`config.mk`:
```
export PLATFORM = sky130hd
export DESIGN_NAME = adc_pwr_host
export DESIGN_NICKNAME = d
export VERILOG_FILES = /design/src/rtl/adc_pwr_host.sv
export SDC_FILE = /design/constraint.sdc
export NUM_CORES = 1
export LEC_CHECK = 0
export ABC_AREA = 0
export ABC_CLOCK_PERIOD_IN_PS = 2200
export BUFFER_PORTS_ARGS = -buffer_cell sky130_fd_sc_hd__buf_2
export CAP_MARGIN = 10
export CORE_MARGIN = 2
export CORE_UTILIZATION = 41
export DETAILED_ROUTE_END_ITERATION = 12
export SLEW_MARGIN = 0
export SYNTH_ARGS = -nofsm -noshare
export SYNTH_HDL_FRONTEND = slang
export SYNTH_SLANG_ARGS = --single-unit
```
`constraint.sdc`:
```
create_clock -name clk -period 2.2 [get_ports clk]
set_input_delay 0.11 -clock clk [delete_from_list [all_inputs] [get_ports clk]]
set_output_delay 0.11 -clock clk [all_outputs]
set_load 0.005 [all_outputs]
```
`src/rtl/adc_pwr_host.sv`:
```
module adc_pwr_host #(
  parameter int RES_BITS   = 12,
  parameter int CLK_DIV    = 4,
  parameter int PART_EDGES = 4,
  parameter int FULL_EDGES = 2,
  parameter int QUIET_CLKS = 8,
  parameter int PWRUP_CLKS = 200
) (
  input  logic                clk,
  input  logic                rst_n,
  input  logic                cmd_valid,
  input  logic [2:0]          cmd_op,
  output logic                busy,
  output logic                cs_n,
  output logic                sclk,
  input  logic                sdata,
  output logic [RES_BITS-1:0] result,
  output logic                result_valid,
  output logic [1:0]          pwr_mode
);
  localparam int DW = $clog2(CLK_DIV + 1);
  localparam int QW = $clog2(QUIET_CLKS + 1);
  localparam int PW = $clog2(PWRUP_CLKS + 1);
  localparam logic [4:0] FRAME_LEN = 5'd16;

  localparam logic [2:0] OP_CONV = 3'd0, OP_PART = 3'd1, OP_FULL = 3'd2, OP_WAKE = 3'd3;
  localparam logic [2:0] OP_INIT_N = 3'd4, OP_INIT_P = 3'd5, OP_INIT_F = 3'd6;
  localparam logic [1:0] M_NORM = 2'd0, M_PART = 2'd1, M_FULL = 2'd2, M_UNK = 2'd3;

  typedef enum logic [1:0] {S_IDLE, S_LOW, S_QUIET} state_t;

  state_t              st;
  logic [2:0]          op_q;
  logic [1:0]          frm;
  logic [4:0]          fe;
  logic [DW-1:0]       div_cnt;
  logic [QW-1:0]       q_cnt;
  logic [PW-1:0]       pu_cnt;
  logic [RES_BITS-1:0] sh;
  logic                legal;
  logic [4:0]          flen;
  logic [1:0]          last_frm;
  logic                div_hit;

  function automatic logic [1:0] mode_after(input logic [4:0] edges, input logic [1:0] m);
    if (edges >= 5'd10)       return M_NORM;
    else if (m == M_NORM)     return (edges >= 5'd2) ? M_PART : M_NORM;
    else                      return M_FULL;
  endfunction

  always_comb begin
    case (cmd_op)
      OP_CONV, OP_PART:                 legal = (pwr_mode == M_NORM);
      OP_FULL:                          legal = (pwr_mode == M_PART);
      OP_WAKE:                          legal = (pwr_mode != M_NORM);
      OP_INIT_N, OP_INIT_P, OP_INIT_F:  legal = 1'b1;
      default:                          legal = 1'b0;
    endcase
  end

  always_comb begin
    case (op_q)
      OP_PART:   flen = 5'(PART_EDGES);
      OP_FULL:   flen = 5'(FULL_EDGES);
      OP_INIT_N, OP_INIT_P, OP_INIT_F:
        flen = (frm == 2'd0) ? FRAME_LEN : (frm == 2'd1) ? 5'(PART_EDGES) : 5'(FULL_EDGES);
      default:   flen = FRAME_LEN;
    endcase
  end

  assign last_frm = (op_q == OP_INIT_P) ? 2'd1 : (op_q == OP_INIT_F) ? 2'd2 : 2'd0;
  assign div_hit  = (div_cnt == DW'(CLK_DIV - 1));
  assign busy     = (st != S_IDLE);

  always_ff @(posedge clk or negedge rst_n) begin
    if (!rst_n) begin
      st <= S_IDLE;
      op_q <= OP_CONV;
      frm <= 2'd0;
      fe <= 5'd0;
      div_cnt <= '0;
      q_cnt <= '0;
      pu_cnt <= '0;
      sh <= '0;
      cs_n <= 1'b1;
      sclk <= 1'b1;
      result <= '0;
      result_valid <= 1'b0;
      pwr_mode <= M_UNK;
    end else begin
      result_valid <= 1'b0;
      if (pu_cnt != '0) pu_cnt <= pu_cnt - 1'b1;
      case (st)
        S_IDLE: begin
          if (cmd_valid && legal) begin
            op_q <= cmd_op;
            frm <= 2'd0;
            fe <= 5'd0;
            div_cnt <= '0;
            cs_n <= 1'b0;
            st <= S_LOW;
            if (cmd_op == OP_WAKE && pwr_mode == M_FULL) pu_cnt <= PW'(PWRUP_CLKS);
          end
        end
        S_LOW: begin
          if (!div_hit) begin
            div_cnt <= div_cnt + 1'b1;
          end else begin
            div_cnt <= '0;
            if (sclk) begin
              sclk <= 1'b0;
              fe <= fe + 5'd1;
            end else if (fe == flen) begin
              cs_n <= 1'b1;
              sclk <= 1'b1;
              pwr_mode <= mode_after(flen, pwr_mode);
              q_cnt <= '0;
              st <= S_QUIET;
              if (op_q == OP_CONV) begin
                result <= sh;
                result_valid <= 1'b1;
              end
            end else begin
              sclk <= 1'b1;
              if (fe >= 5'd2 && fe <= 5'(RES_BITS + 1)) sh <= {sh[RES_BITS-2:0], sdata};
            end
          end
        end
        default: begin
          if (q_cnt != QW'(QUIET_CLKS - 1)) begin
            q_cnt <= q_cnt + 1'b1;
          end else if (pu_cnt == '0) begin
            if (frm != last_frm) begin
              frm <= frm + 2'd1;
              fe <= 5'd0;
              div_cnt <= '0;
              cs_n <= 1'b0;
              st <= S_LOW;
            end else begin
              st <= S_IDLE;
            end
          end
        end
      endcase
    end
  end

  AST_SCLK_IDLE_HIGH: assert property (@(posedge clk) disable iff (!rst_n)
    cs_n |-> sclk);
  AST_VALID_AT_CS_RISE: assert property (@(posedge clk) disable iff (!rst_n)
    result_valid |-> (cs_n && !$past(cs_n)));
  AST_RESULT_ONLY_IN_NORMAL: assert property (@(posedge clk) disable iff (!rst_n)
    result_valid |-> ($past(pwr_mode) == M_NORM));
  AST_MODE_MOVES_AT_CS_RISE: assert property (@(posedge clk) disable iff (!rst_n)
    (pwr_mode != $past(pwr_mode)) |-> (cs_n && !$past(cs_n)));
  AST_FULL_ONLY_FROM_PARTIAL: assert property (@(posedge clk) disable iff (!rst_n)
    (pwr_mode == M_FULL && $past(pwr_mode) != M_FULL) |-> ($past(pwr_mode) == M_PART));
  AST_BUSY_WHILE_SELECTED: assert property (@(posedge clk) disable iff (!rst_n)
    !cs_n |-> busy);
endmodule

```
==> reports/qor.yml <==
cts_made_buffers: 5
avgSynthCellArea_um2: 11.6
nets: 323
power_mw: 3.73
routed_via_density: 5.13
worstSkewPairLatency_ns: 0.31
routedWlPerCell_um: 14.4
ioPinCount: 25
seq_area_frac_synth_pct: 48.4
max_freq_mhz: 448
ys.flop_type: "dfrtp_1"
p_clk_share_pct: 18.3
drt_wl_total_um: 5820
globalRouteTotalUtil_pct: 16.3
start_util_pct: 42.5
diodes: 0
tightest_slew_ns: 0.558
clkSinkCount: 56
min_path_type: "in -> reg"
internal-power_mw: 2.39
cts-root-buf: "clkbuf_8"
first_iter_violations: 60
grt-ovfl-total: 0
synth.most_common_cell: "dfrtp_1"
setup_viol: 18
ys_async_sr_fraction_pct: 100
drv_cap: 0
seq_power_share_pct: 38.7
drc: 0
cp.buffers_inverters: 1
die_w_um: 88.2
clockBufferDepth: 2
relSlewSlack_pct: 62.8
ys_warn_count: 0
ys_seq_elements: 56
finalHoldViolations: 0
final-seq-area_um2: 1410
slew_violations: 0
io_buffers: 24
fp.coreArea_um2: 6830
slowest_stage: "dfrtp_2"
rsz0062_at_grt: "yes"
fin_crit_ns: 2.23
vias: 2071
wl_met1_um: 2810
cts_tree: "done"
die_height_um: 88.2
syn_inst: 251
crit_path_cell_trace: "ha_4, o21a_4, o31a_1, nor4_4, buf_4, and3_4, mux2_4"
skew_ns: 0.00588
stdcell_count: 404
synth_cell_type_count: 59
die-area_um2: 7780
path_delay_family: "compound AO/OA/AOI/OAI gates"
yosysTopAreaCell: "dfrtp_1"
synth-edff-count: 0
ant_nets: 0
wl_met3_um: 116
crit_type: "reg -> reg"
grt_max_degree: 34
p_per_area_nw_per_um2: 1040
wl_met2_um: 2790
startpoint_type: "register"
antenna_found_initial: 0
num_rows: 30
syn_area_um2: 2910
first_global_vias: 2002
multi_input_comb_area_um2: 1490
static-leakage-power_nw: 1.71
synth_top_area_share_pct: 44.8
end_kind: "register"
slowest_delay_ns: 0.45
dp_slack_ns: -0.102
gp_congestion: 0.774
htree_levels: 2
cp.arrival_ns: 2.43
outcome: "finished with violations"
p_sw_share_pct: 36.1
numPlacedInstances: 387
path_max_fanout: 6
area_delta_synth_final_pct: 23.1
finalCritPeriodShare_pct: 102
drive_above_1_share_pct: 39.6
p_sw_mw: 1.35
path_clk_slew_ns: 0.10
worst_slack_ns: -0.0331
grt_pass1_wl_um: 9800
synthTopCellsByCount: "52 x dfrtp_1, 20 x mux2_4, 20 x nand2_1"
dp_hpwl_um: 4140
highest_layer: "met4"
synth_area_leaders: "dfrtp_1 45%, mux2_4 10%, ha_1 3.9%, dfstp_2 3.6%, mux2_2 3.1%"
num-fill-cells: 631
violations: "setup timing"
power_frac_comb_pct: 43.0
irDropWorstVdd_mv: 0.424
cp.required_ns: 2.40
dr.pass1.iters: 4
synth_fp_nets: 267
## layout by cell type, fill, tap and decap left out, drive strengths merged, types with 4 or more instances in the layout
| cell type | n |
|---|---|
| a21oi | 6 |
| and3 | 4 |
| buf | 56 |
| clkbuf | 6 |
| dfrtp | 52 |
| dfstp | 4 |
| ha | 9 |
| inv | 11 |
| mux2 | 29 |
| nand2 | 21 |
| nand3 | 8 |
| nand4 | 4 |
| nor2 | 19 |
| nor2b | 5 |
| nor3 | 8 |
| nor4 | 7 |
| o21ai | 7 |
| xnor2 | 5 |
## cell families after synthesis
group	Yosys count	synth area share [%]
AND/OR/NAND/NOR	95	18.9
flip-flops	56	48.4
AO/OA/AOI/OAI	35	8.39
multiplexers	31	14.5
buffers and inverters	19	3.87
adder cells (fa/ha/maj)	9	3.87
XOR/XNOR	6	2.07
## cell type report
type / instances / share of cell area (%)
sequential: 56 / 39.3
timing repair buffer: 57 / 11.6
clock inverter: 2 / 1.08
multi-input combinational: 177 / 41.6
inverter: 10 / 1.05
clock buffer: 6 / 2.03
tap: 96 / 3.36
## worst register-to-register path, cell delays in order, from the launching register on
cell and delay [ns]:
dfrtp_2 0.45, ha_4 0.17, o21a_4 0.22, o31a_1 0.28
nor4_4 0.22, buf_4 0.18, and3_4 0.28, mux2_4 0.32
## per-layer routing
metal	track usage, %	vias up
met3	3.02	8
met5	0	-
met4	6.06	0
met1	22.8	1021
li1	-	1019
met2	25.4	23
## registers in the layout (all words and copies together) (netlist names)
| register | flops |
|---|---|
| q_cnt | 4 |
| pu_cnt | 8 |
| sh | 12 |
| frm | 2 |
| fe | 5 |
| div_cnt | 3 |
| cs_n | 1 |
| result | 12 |
| result_valid | 1 |
| st | 2 |
| op_q | 3 |
| sclk | 1 |
| pwr_mode | 2 |
## path summary, 6_finish.rpt
| check | end | start | slack, ns | depth (start not counted) |
|---|---|---|---|---|
| max in group asynchronous | pwr_mode[0] | rst_n | 1.26 | 3 |
| min | sh[0] | sdata | 0.03 | 2 |
| min reg2reg | cs_n | cs_n | 0.48 | 2 |
| min in group asynchronous | result[7] | rst_n | 0.31 | 2 |
| max reg2reg | result[7] | frm[0] | -0.03 | 7 |
| max | result[7] | frm[0] | -0.03 | 7 |
## stage by stage
step | TNS (ns) | cell area [µm²] | hold WS [ns] | util, %
global route | -1.57 | 3580 | 0.0194 | 52.4
detailed placement | -1.36 | 3290 | 0.135 | 48.2
global placement | -0.0851 | 3290 | 0.131 | 48.2
CTS | -0.291 | 3540 | 0.0127 | 51.8
floorplan | -1.02 | 2910 | -0.186 | -
finish | -0.351 | 3580 | 0.0252 | 52.4
## repair_timing
action | CTS | global route
gates resized for setup | 10 | 13
cloned | 2 | 0
buffers inserted | 5 | 4
hold endpoints to repair | 23 | 0
setup endpoints to repair | 26 | 37
pin swaps | 5 | 6
hold buffers | 1 | 0
## power by group through the flow
stage | logic, mW | clock network (mW) | registers (mW)
6_report | 1.60 | 0.684 | 1.44
5_1_grt | 1.81 | 0.742 | 1.48
4_1_cts | 1.57 | 0.709 | 1.44
2_1_floorplan | 0.934 | 0 | 1.43
3_3_place_gp | 1.38 | 0 | 1.45
3_5_place_dp | 1.42 | 0 | 1.46
Power figures use the tool's default switching activity.
